$ cat config.mk
export PLATFORM = sky130hd
export DESIGN_NAME = tbg_datapath
export DESIGN_NICKNAME = d
export VERILOG_FILES = /design/src/rtl/tbg_pkg.sv /design/src/rtl/tbg_delay_map.sv /design/src/rtl/tbg_datapath.sv
export SDC_FILE = /design/constraint.sdc
export NUM_CORES = 1
export LEC_CHECK = 0
export BUFFER_PORTS_ARGS = -buffer_cell sky130_fd_sc_hd__buf_2
export CORE_AREA = 3 3 67 69
export DETAILED_ROUTE_END_ITERATION = 12
export DIE_AREA = 0 0 70 72
export PLACE_DENSITY = 0.8
export RECOVER_POWER = 50
export SYNTH_ARGS = -nofsm -noshare
export SYNTH_HDL_FRONTEND = slang
export SYNTH_HIERARCHICAL = 1
export SYNTH_SLANG_ARGS = --single-unit
$ cat constraint.sdc
create_clock -name clk -period 4.8 [get_ports clk]
set_input_delay 0.48 -clock clk [delete_from_list [all_inputs] [get_ports clk]]
set_output_delay 0.48 -clock clk [all_outputs]
set_load 0.01 [all_outputs]
$ cat src/rtl/tbg_pkg.sv
package tbg_pkg;

  // Strobes from control to datapath
  typedef struct packed {
    logic load;    // capture code, clear counters
    logic active;  // burst in progress
  } dpCtl_t;

endpackage

$ cat src/rtl/tbg_delay_map.sv
module tbg_delay_map #(
  parameter int CODE_W    = 6,
  parameter int CNT_W     = 10,
  parameter int MIN_DELAY = 4,
  parameter int STEP      = 1,
  parameter int MAX_DELAY = 1000
) (
  input  logic [CODE_W-1:0] code,
  output logic [CNT_W-1:0]  cycles
);

  localparam int WIDE_W = 2 * CODE_W + $clog2(STEP + 1) + CNT_W + 1;

  logic [WIDE_W-1:0] codeWide;
  logic [WIDE_W-1:0] rawCycles;
  logic              overWindow;

  assign codeWide   = WIDE_W'(code);
  // square law: fine steps near zero, coarse steps near the window end
  assign rawCycles  = WIDE_W'(MIN_DELAY) + codeWide * codeWide * WIDE_W'(STEP);
  assign overWindow = rawCycles > WIDE_W'(MAX_DELAY);
  assign cycles     = overWindow ? CNT_W'(MAX_DELAY) : rawCycles[CNT_W-1:0];

endmodule

$ cat src/rtl/tbg_datapath.sv
module tbg_datapath
  import tbg_pkg::*;
#(
  parameter int CODE_W    = 6,
  parameter int CNT_W     = 10,
  parameter int MIN_DELAY = 4,
  parameter int STEP      = 1,
  parameter int MAX_DELAY = 1000,
  parameter int LEAD      = 2,
  parameter int TAIL      = 1,
  parameter int CHAN      = 2
) (
  input  logic              clk,
  input  logic              rstN,
  input  dpCtl_t            ctl,
  input  logic [CODE_W-1:0] code,
  output logic              burstPulse,
  output logic              intStop,
  output logic              atEnd
);

  localparam int PH_W = (CHAN > 1) ? $clog2(CHAN) : 1;

  logic [CNT_W-1:0] mappedStop;
  logic [CNT_W-1:0] stopAt;
  logic [CNT_W-1:0] endAt;
  logic [CNT_W-1:0] elapsed;
  logic [PH_W-1:0]  phase;
  logic             inWindow;

  tbg_delay_map #(
    .CODE_W(CODE_W), .CNT_W(CNT_W), .MIN_DELAY(MIN_DELAY),
    .STEP(STEP), .MAX_DELAY(MAX_DELAY)
  ) mapInst (
    .code  (code),
    .cycles(mappedStop)
  );

  assign endAt    = stopAt + CNT_W'(TAIL);
  assign atEnd    = elapsed == endAt;
  assign inWindow = ctl.active && (elapsed >= CNT_W'(LEAD));

  always_ff @(posedge clk or negedge rstN) begin
    if (!rstN) begin
      stopAt  <= '0;
      elapsed <= '0;
      phase   <= '0;
    end else if (ctl.load) begin
      stopAt  <= mappedStop;
      elapsed <= '0;
      phase   <= '0;
    end else if (ctl.active && !atEnd) begin
      elapsed <= elapsed + 1'b1;
      if (inWindow) begin
        phase <= (phase == PH_W'(CHAN - 1)) ? '0 : phase + 1'b1;
      end
    end
  end

  assign burstPulse = inWindow && (phase == '0);
  assign intStop    = ctl.active && (elapsed == stopAt);

  assert_stop_single_R3: assert property (@(posedge clk) disable iff (!rstN)
    intStop |=> !intStop);

  assert_quiet_idle_R1: assert property (@(posedge clk) disable iff (!rstN)
    !ctl.active |-> (!burstPulse && !intStop));

  assert_stop_limit_R9: assert property (@(posedge clk) disable iff (!rstN)
    ctl.active |-> (stopAt <= CNT_W'(MAX_DELAY)));

  assert_code_latched_R7: assert property (@(posedge clk) disable iff (!rstN)
    ctl.active |=> (!ctl.active || $stable(stopAt)));

  generate
    if (CHAN > 1) begin : gapCheck
      assert_pulse_gap_R4: assert property (@(posedge clk) disable iff (!rstN)
        burstPulse |=> !burstPulse);
    end
  endgenerate

endmodule

==> results of run 1 <==
[sequential cells by signal, summed over array words and instances (netlist names)]
signal   count
elapsed     10
phase        1
stopAt      10
[report_power, final]
| part | total [mW] | switching (mW) | internal (mW) |
|---|---|---|---|
| registers | 0.257 | 0.0503 | 0.206 |
| logic | 0.425 | 0.238 | 0.186 |
| clock network | 0.120 | 0.0604 | 0.0593 |
[cell type report]
| type | count | area, µm² | share of cell area |
|---|---|---|---|
| Clock buffer | 4 | 45.0 | 0.0175 |
| Inverter | 28 | 105 | 0.0407 |
| Multi-Input combinational cell | 228 | 1790 | 0.692 |
| Sequential cell | 21 | 526 | 0.204 |
| Tap cell | 50 | 62.6 | 0.0242 |
| Timing Repair Buffer | 12 | 57.6 | 0.0223 |
[how the worst max path moves through the flow]
stage	startpoint	to	cells after the start
after floorplan	code[5]	stopAt[4]	14
after global placement	code[1]	stopAt[4]	15
final	code[1]	stopAt[4]	15
after global routing	code[1]	stopAt[0]	15
after CTS	code[1]	stopAt[4]	15
after detailed placement	code[1]	stopAt[4]	15
[layout by cell type, fill, tap and decap left out, types with 2 or more instances in the layout]
cell type / synthesis / layout
dfrtp_1: 21 / 21
a31o_2: 3 / 3
xor2_1: 4 / 4
nand2_1: 17 / 17
o31ai_1: 7 / 7
o211ai_1: 2 / 2
a211oi_1: 2 / 2
and3_1: 2 / 2
o21ai_0: 8 / 8
nand3_1: 11 / 11
inv_1: 28 / 28
nor2b_1: 5 / 5
mux2i_1: 2 / 2
mux2_2: 9 / 9
nand4_1: 6 / 6
or4_1: 5 / 5
o21ai_1: 2 / 2
or3_1: 5 / 5
and4_1: 2 / 2
and2_1: 9 / 9
xnor2_1: 17 / 17
nor2_1: 13 / 13
fa_1: 8 / 8
clkbuf_8: 0 / 3
clkbuf_1: 2 / 3
a211o_1: 2 / 2
a21oi_1: 18 / 18
nor4_1: 7 / 7
nor3_1: 4 / 4
ha_1: 21 / 21
nand2b_1: 2 / 2
buf_2: 7 / 10
o21a_1: 5 / 5
[critical path: cells and delay by family]
kind / cells / cell delay [ns]
and+or+nand+nor: 5 / 1.11
adders and majority gates: 4 / 1.91
buffers and inverters: 3 / 0.27
muxes: 1 / 0.28
AOI/OAI and AO/OA: 2 / 0.42
[kinds of logic after synthesis]
logic type	after synthesis	synth area share
buf+inv	41	0.0719
simple gates	102	0.238
mux	12	0.0548
other cells	1	0.00151
compound gates	63	0.179
fa+ha+maj	29	0.170
xor+xnor	21	0.0739
flops	21	0.211
[metrics by stage]
stage	power [mW]	util
6_report	0.801	0.650
2_1_floorplan	0.583	-
4_1_cts	0.793	0.651
3_5_place_dp	0.676	0.639
5_1_grt	0.852	0.650
3_3_place_gp	0.661	0.639
[metal layers]
layer,vias up,wire length [µm],GRT usage
met4,0,89,0.0660
li1,1049,-,-
met1,987,2250,0.244
met5,-,0,0
met2,73,2900,0.419
met3,8,204,0.0222
==> metrics.cfg, run 1 <==
[timing]
drv_slew = 0
layout_setup_ws_ns = 0.470
fin_setup_tns_ns = 0
fin_skew_ns = 0.00105
tightest_slew_ns = 1.16
fin_crit_ns = 4.33
setup_viol = 0
fmax_ghz = 0.231
period_share = 0.902
rsz0062_at_grt = no
hold_viol = 0
hold_ws_ns = 0.415
max-slew-margin-rel = 0.226

[power]
p_per_area_nw_per_um2 = 310
leakagePower_nw = 1.10
ir_drop_mv = 0.135

[global_routing]
grt_usage = 0.214
grt_pass1_vias = 2050
antenna_found_initial = 0
grt_pass1_wl_um = 8940
grt_max_degree = 26
gr-total-overflow = 0

[synth]
ys_top_cells_by_count = inv_1 (28), dfrtp_1 (21), ha_1 (21)
synth-edff-count = 0
synth.largest_area_cell = dfrtp_1
ys.flop_type = dfrtp_1
netlist_area_um2 = 2490
synth.avg_cell_area_um2 = 8.59
ys_seq_area_frac = 0.211
synth_top_area_frac = 0.211
asyncSetResetFlopFracSynth = 1.00
yosys_register_bits = 21
ys_types = 65
syn_inst = 290
ys_warn_count = 6
synthesis.nets = 329
synth_most_common_cell = inv_1
synth_area_leaders = dfrtp_1 (21%), ha_1 (11%), fa_1 (6.4%), xnor2_1 (6.0%), inv_1 (4.2%)

[place]
dp.cells = 339
place_hpwl_um = 4260
gp_congestion = 0.792
postPlaceCellArea_um2 = 2540
io_buffer_count = 12
post-place-ws_ns = 0.193

[worst_setup_path]
path_cells = buf_2, and2_1, fa_1, inv_1, fa_1, fa_1, inv_1, ha_1, and2b_1, o22ai_2, or3_4, a2111oi_2, and3_2, nor4_1, mux2_2
r2r-start = stopAt[0]
crit_top_cell = fa_1
r2r_slack_ns = 2.23
worstPathArrival_ns = 4.48
worst-path-max-fanout = 9
slowest_delay_ns = 0.55
r2r_end = elapsed[4]
startpoint_type = input pin
rr_worst_depth = 8
critPathCaptureType = flop
required_ns = 4.95
slowest_stage = fa_1
path_class = in -> reg

[drt]
wl_um = 5450
drt_iter0_markers = 160
vias_per_cell = 6.17
ant_nets = 0
vias = 2117
drtPass1Iterations = 6
drc = 0
drt-wirelength-per-cell_um = 15.9

[die]
die_y_um = 72
start_util = 0.627
core_um2 = 3970
io_pins = 13
die_w_um = 70
die-area_um2 = 5040
fp-row-count = 23

[clock_tree]
cts_hold_buf = 0
clock_path_buffers = 2
tritoncts = yes
clk_latency_ns = 0.26
clkSinkCount = 21
root_buffer = clkbuf_8
cts.reportedPaths.clkPinSlew_ns = 0.08
htreeDepth = 1
cts_setup_buffers = 0
cts_resized = 0
cts_buffers = 3

[final_layout]
fillers = 364
area_delta_synth_final_pct = 3.67
diodes = 0
fin_nets = 333
fin_area_um2 = 2580
drive_above_1_share = 0.133
fin_cells = 343

[min_path]
holdCritPathClass = in -> async

[run_status]
status = complete, no violations

[job]
cap_viol_max_count = 0

Power figures use the tool's default switching activity.
==> inputs of run 2 (changes only) <==
--- a/config.mk
+++ b/config.mk
@@ -5,7 +5,7 @@
 export SDC_FILE = /design/constraint.sdc
 export NUM_CORES = 1
 export LEC_CHECK = 0
-export BUFFER_PORTS_ARGS = -buffer_cell sky130_fd_sc_hd__buf_2
+export BUFFER_PORTS_ARGS = -buffer_cell sky130_fd_sc_hd__clkbuf_2
 export CORE_AREA = 3 3 67 69
 export DETAILED_ROUTE_END_ITERATION = 12
 export DIE_AREA = 0 0 70 72
==> constraint.sdc (replaced) <==
create_clock -name clk -period 5.1 [get_ports clk]
set_input_delay 0.51 -clock clk [delete_from_list [all_inputs] [get_ports clk]]
set_output_delay 0.51 -clock clk [all_outputs]
set_load 0.01 [all_outputs]
==> metrics.cfg, run 2 (synthesized netlist as in run 1, its figures left out) <==
[global_routing]
grt_usage = 0.216  ; +0.00242
grt_pass1_wl_um = 9080  ; +1.5%
antenna_found_initial = 0  ; unchanged
grt_pass1_vias = 2099  ; +2.4%
grt_max_degree = 26  ; unchanged
gr-total-overflow = 0  ; unchanged

[drt]
vias = 2155  ; +1.8%
ant_nets = 0  ; unchanged
drt_iter0_markers = 175  ; +9.4%
drt-wirelength-per-cell_um = 15.5  ; -2.7%
drc = 0  ; unchanged
wl_um = 5300  ; -2.7%
vias_per_cell = 6.28  ; +1.8%
drtPass1Iterations = 4  ; -2

[die]
start_util = 0.627  ; unchanged
fp-row-count = 23  ; unchanged
die_w_um = 70  ; unchanged
io_pins = 13  ; unchanged
die-area_um2 = 5040  ; unchanged
core_um2 = 3970  ; unchanged
die_y_um = 72  ; unchanged

[timing]
rsz0062_at_grt = no
period_share = 0.848
fmax_ghz = 0.231
setup_viol = 0  ; unchanged
drv_slew = 0  ; unchanged
fin_skew_ns = 0.00259  ; +0.00154 ns
tightest_slew_ns = 1.20  ; +0.0378 ns
max-slew-margin-rel = 0.201  ; -0.0252
hold_ws_ns = 0.472  ; +0.0568 ns
hold_viol = 0  ; unchanged
layout_setup_ws_ns = 0.775  ; +0.305 ns
fin_crit_ns = 4.32
fin_setup_tns_ns = 0  ; unchanged

[place]
io_buffer_count = 12  ; unchanged
post-place-ws_ns = 0.494  ; +0.301 ns
gp_congestion = 0.826  ; +4.4%
place_hpwl_um = 4180  ; -2.0%
postPlaceCellArea_um2 = 2540  ; unchanged
dp.cells = 339  ; unchanged

[final_layout]
utilization = 0.650  ; about the same
top_regs = elapsed (10), stopAt (10), phase (1)
diodes = 0  ; unchanged
final_cell_mix = inv_1 (28), ha_1 (21), dfrtp_1 (21)
fillers = 353  ; -3.0%
drive_above_1_share = 0.137  ; +0.00341
fin_area_um2 = 2580  ; about the same
multi_input_area_um2 = 1790  ; unchanged
fin_cells = 343  ; unchanged
final_common_cell = inv_1
fin_nets = 333  ; unchanged
area_delta_synth_final_pct = 3.72  ; about the same
seqCellArea_um2 = 526  ; unchanged

[worst_setup_path]
required_ns = 5.25  ; +0.30 ns
worstPathArrival_ns = 4.48  ; about the same
worst-path-max-fanout = 9  ; unchanged
r2r_slack_ns = 2.52  ; +0.29 ns
r2r-start = stopAt[0]
rr_worst_depth = 8  ; unchanged
critPathCaptureType = flop
r2r_end = elapsed[4]
path_class = in -> reg
startpoint_type = input pin

[clock_tree]
clk_latency_ns = 0.26  ; about the same
cts_buffers = 3  ; unchanged
tritoncts = yes
htreeDepth = 1  ; unchanged
clock_path_buffers = 2  ; unchanged
clkSinkCount = 21  ; unchanged
cts_setup_buffers = 0  ; unchanged
cts_resized = 0  ; unchanged
root_buffer = clkbuf_8
cts_hold_buf = 0  ; unchanged
cts.reportedPaths.clkPinSlew_ns = 0.08  ; about the same

[power]
p_switching_uw = 324  ; -7.3%
power_uw = 747  ; -6.7%
internal_power_uw = 424  ; -6.3%
power_frac_comb = 0.531  ; about the same
ir_drop_mv = 0.141  ; +4.4%
netSwitchingFraction = 0.433  ; -0.00275
pwr-share-seq = 0.322  ; +0.002
pwr-share-clk = 0.147  ; -0.002
p_per_area_nw_per_um2 = 289  ; -6.8%
leakagePower_nw = 1.10  ; +0.16%

[job]
cap_viol_max_count = 0  ; unchanged

[min_path]
holdCritPathClass = in -> async

[run_status]
status = complete, no violations

==> run 2: final cells by class <==
| cell class | count | share of cell area |
|---|---|---|
| clock buffers | 3 | 0.0160 |
| repair buffers | 12 | 0.0223 |
| clock inverters | 1 | 0.00194 |
| flip-flops and latches | 21 | 0.203 |
| well taps | 50 | 0.0242 |
| inverters | 28 | 0.0407 |
| multi-input cells | 228 | 0.691 |
==> run 2: power groups by stage <==
stage               combinational [mW]  sequential, mW  clock (mW)
floorplan                        0.320           0.229           0
global route                     0.441           0.247       0.119
global placement                 0.380           0.241           0
CTS                              0.395           0.239       0.112
finish                           0.397           0.241       0.110
detailed placement               0.394           0.242           0
==> run 2: worst max-delay path by stage <==
stage	start	endpoint	slack (ns)	depth (start not counted)
final	code[1]	stopAt[4]	0.78	15
after global placement	code[1]	stopAt[4]	0.58	15
after detailed placement	code[1]	stopAt[4]	0.49	15
after floorplan	code[5]	stopAt[4]	0.87	14
after CTS	code[1]	stopAt[4]	0.78	15
after global routing	code[1]	stopAt[0]	0.55	15
==> run 2: worst max-delay path: stages <==
cell	delay, ns
clkbuf_2	0.16
and2_1	0.20
fa_1	0.50
inv_1	0.07
fa_1	0.50
fa_1	0.55
inv_1	0.04
ha_1	0.36
and2b_1	0.19
o22ai_2	0.10
or3_4	0.38
a2111oi_2	0.31
and3_2	0.27
nor4_1	0.06
mux2_2	0.27
==> run 2: per-layer routing <==
| metal | up-vias | share of wire | track usage |
|---|---|---|---|
| met5 | - | 0 | 0 |
| met4 | 0 | 0.024 | 0.0894 |
| met3 | 14 | 0.035 | 0.0166 |
| met2 | 62 | 0.52 | 0.409 |
| met1 | 1033 | 0.42 | 0.253 |
| li1 | 1046 | - | - |
==> inputs of run 3 (changes only) <==
--- a/config.mk
+++ b/config.mk
@@ -5,11 +5,12 @@
 export SDC_FILE = /design/constraint.sdc
 export NUM_CORES = 1
 export LEC_CHECK = 0
+export ABC_AREA = 1
 export BUFFER_PORTS_ARGS = -buffer_cell sky130_fd_sc_hd__clkbuf_2
-export CORE_AREA = 3 3 67 69
+export CORE_AREA = 3 3 74 76
 export DETAILED_ROUTE_END_ITERATION = 12
-export DIE_AREA = 0 0 70 72
-export PLACE_DENSITY = 0.8
+export DIE_AREA = 0 0 77 79
+export PLACE_DENSITY = 0.75
 export RECOVER_POWER = 50
 export SYNTH_ARGS = -nofsm -noshare
 export SYNTH_HDL_FRONTEND = slang
==> constraint.sdc (replaced) <==
create_clock -name clk -period 3.9 [get_ports clk]
set_input_delay 0.39 -clock clk [delete_from_list [all_inputs] [get_ports clk]]
set_output_delay 0.39 -clock clk [all_outputs]
set_load 0.01 [all_outputs]
==> metrics.cfg, run 3 <==
[global_routing]
antenna_found_initial = 0  ; unchanged
grt_usage = 0.212  ; -0.00461
grt_max_degree = 24  ; -7.7%
busiest_layer = met2
gr-total-overflow = 0  ; unchanged
use_met2 = 0.334  ; -0.0756
grt_pass1_vias = 2433  ; +16%
grt_pass1_wl_um = 10800  ; +19%
use_met3 = 0.0306  ; +0.0140
met1_usage = 0.306  ; +0.0536

[power]
power_uw = 930  ; +24%
leakagePower_nw = 1.73  ; +57%
p_per_area_nw_per_um2 = 321  ; +11%
ir_drop_mv = 0.159  ; +13%

[synth]
ys_types = 34  ; -48%
asyncSetResetFlopFracSynth = 1.00  ; unchanged
synth-compound-area-share = 0.0375  ; -0.142
synth.largest_area_cell = dfrtp_1
ys.flop_type = dfrtp_1
ys_top_cells_by_count = nand2_1 (139), inv_1 (80), nand3_1 (36)
synth-simple-area-share = 0.425  ; +0.187
ys_warn_count = 6  ; unchanged
netlist_area_um2 = 2740  ; +9.8%
synth_area_leaders = dfrtp_1 (19%), nand2_1 (19%), inv_1 (11%), ha_1 (9.6%), nand3_1 (6.6%)
synth_xor_xnor_area_share = 0.0508  ; -0.0231
muxShareOfSynthArea = 0  ; -0.0548
yosys_register_bits = 21  ; unchanged
synth_most_common_cell = nand2_1
synth-edff-count = 0  ; unchanged
syn_inst = 433  ; +49%
yosys.area_share.adder = 0.155  ; -0.0152
synth_top_area_frac = 0.192  ; -0.0189
ys_seq_area_frac = 0.192  ; -0.0189
synth.avg_cell_area_um2 = 6.32  ; -26%
synth_top_family_by_area = simple AND/OR/NAND/NOR gates
synthesis.nets = 472  ; +43%

[die]
die_w_um = 77  ; +10%
core_um2 = 4790  ; +21%
io_pins = 13  ; unchanged
start_util = 0.572  ; -0.0555
die-area_um2 = 6080  ; +21%
fp-row-count = 25  ; +8.7%
die_y_um = 79  ; +9.7%

[run_status]
status = complete, no violations

[drt]
drt_iter0_markers = 144  ; -18%
vias_per_cell = 5.01  ; -20%
wl_um = 5740  ; +8.3%
ant_nets = 0  ; unchanged
drt-wirelength-per-cell_um = 11.3  ; -27%
vias = 2550  ; +18%
drc = 0  ; unchanged
drtPass1Iterations = 5  ; +1

[place]
post-place-ws_ns = 0.0607  ; -0.433 ns
place_hpwl_um = 4660  ; +12%
postPlaceCellArea_um2 = 2850  ; +12%
io_buffer_count = 12  ; unchanged
gp_congestion = 0.925  ; +12%

[worst_setup_path]
worst-path-max-fanout = 7  ; -2
worst-path-buf-inv = 5  ; +2
cp.depth = 22  ; +7
required_ns = 4.08  ; -1.17 ns
startpoint_type = input pin
slowest_delay_ns = 0.54  ; about the same
path_delay_family = adder cells
slowest_stage = fa_1
r2r-start = stopAt[1]
worstPathArrival_ns = 3.74  ; -0.74 ns
path_class = in -> reg
crit_top_cell = nand2_1
path_cells = clkbuf_2, nand2_1, inv_1, fa_1, inv_1, fa_1, fa_1, inv_1, ha_1, nand2_2, inv_1, nand2_1, nand3_2, nand2_2, nand2_1, nand2_1, nand2_2, nor2_8, nand2_2, nor2_1, nand2_1, o21ai_0
rr_worst_depth = 11  ; +3
critPathCaptureType = flop
crit_start = code[5]

[clock_tree]
cts_setup_buffers = 0  ; unchanged
cts_buffers = 3  ; unchanged
cts_hold_buf = 0  ; unchanged
htreeDepth = 1  ; unchanged
clock_path_buffers = 2  ; unchanged
clk_latency_ns = 0.27  ; about the same
root_buffer = clkbuf_8
cts.reportedPaths.clkPinSlew_ns = 0.07  ; about the same
cts_resized = 0  ; unchanged
tritoncts = yes
clkSinkCount = 21  ; unchanged

[timing]
drv_slew = 0  ; unchanged
max-slew-margin-rel = 0.235  ; +0.0338
fmax_ghz = 0.281
fin_skew_ns = 0.00109  ; -0.00150 ns
fin_setup_tns_ns = 0  ; unchanged
rsz0062_at_grt = no
setup_viol = 0  ; unchanged
layout_setup_ws_ns = 0.347  ; -0.428 ns
hold_viol = 0  ; unchanged
tightest_slew_ns = 1.15  ; -0.0507 ns
fin_crit_ns = 3.55
period_share = 0.911

[job]
cap_viol_max_count = 0  ; unchanged

[min_path]
holdCritPathClass = in -> async

[final_layout]
fin_area_um2 = 2890  ; +12%
fin_nets = 482  ; +45%
top_regs = elapsed (10), stopAt (10), phase (1)
diodes = 0  ; unchanged
area_delta_synth_final_pct = 5.72
final_cell_mix = nand2_1 (139), inv_1 (80), nand3_1 (36)
utilization = 0.604  ; -0.0461
fillers = 499  ; +41%
final_common_cell = nand2_1
drive_above_1_share = 0.102  ; -0.0347

[run 3: worst paths after layout]
check | end | slack, ns
min in group clk | stopAt[9] | 0.50
setup / recovery | stopAt[2] | 0.35
setup reg to reg | elapsed[8] | 1.97
hold reg to reg | stopAt[9] | 0.50
max in group asynchronous | elapsed[3] | 2.89
hold / removal | stopAt[3] | 0.33
[run 3: per-layer routing]
layer	routed length (µm)	part of all wire
met5	0	0
met4	67	0.012
met3	233	0.041
met2	2480	0.43
met1	2960	0.52
[run 3: cell type report]
cell class	count	area [µm²]	area share
flip-flops and latches	21	526	0.182
clock buffers	4	45.0	0.0156
multi-input cells	316	1830	0.633
well taps	67	83.8	0.0290
inverters	85	319	0.110
repair buffers	16	88.8	0.0307
[run 3: kinds of logic (layout without fill, tap and decap cells)]
family / Yosys count / after routing
AND/OR/NAND/NOR: 253 / 253
other: 1 / 1
flip-flops: 21 / 21
buffers and inverters: 96 / 105
XOR/XNOR: 15 / 15
adder cells (fa/ha/maj): 29 / 29
AO/OA/AOI/OAI: 18 / 18
[run 3: through the flow]
step,hold slack [ns],std cells
6_report,0.325,509
5_1_grt,0.431,509
4_1_cts,0.107,509
3_3_place_gp,0.393,505
2_1_floorplan,0.0944,433
3_5_place_dp,0.395,505
[run 3: power by group]
part	internal [mW]	switching (mW)
Sequential	0.244	0.0366
Combinational	0.188	0.315
Clock	0.0730	0.0734
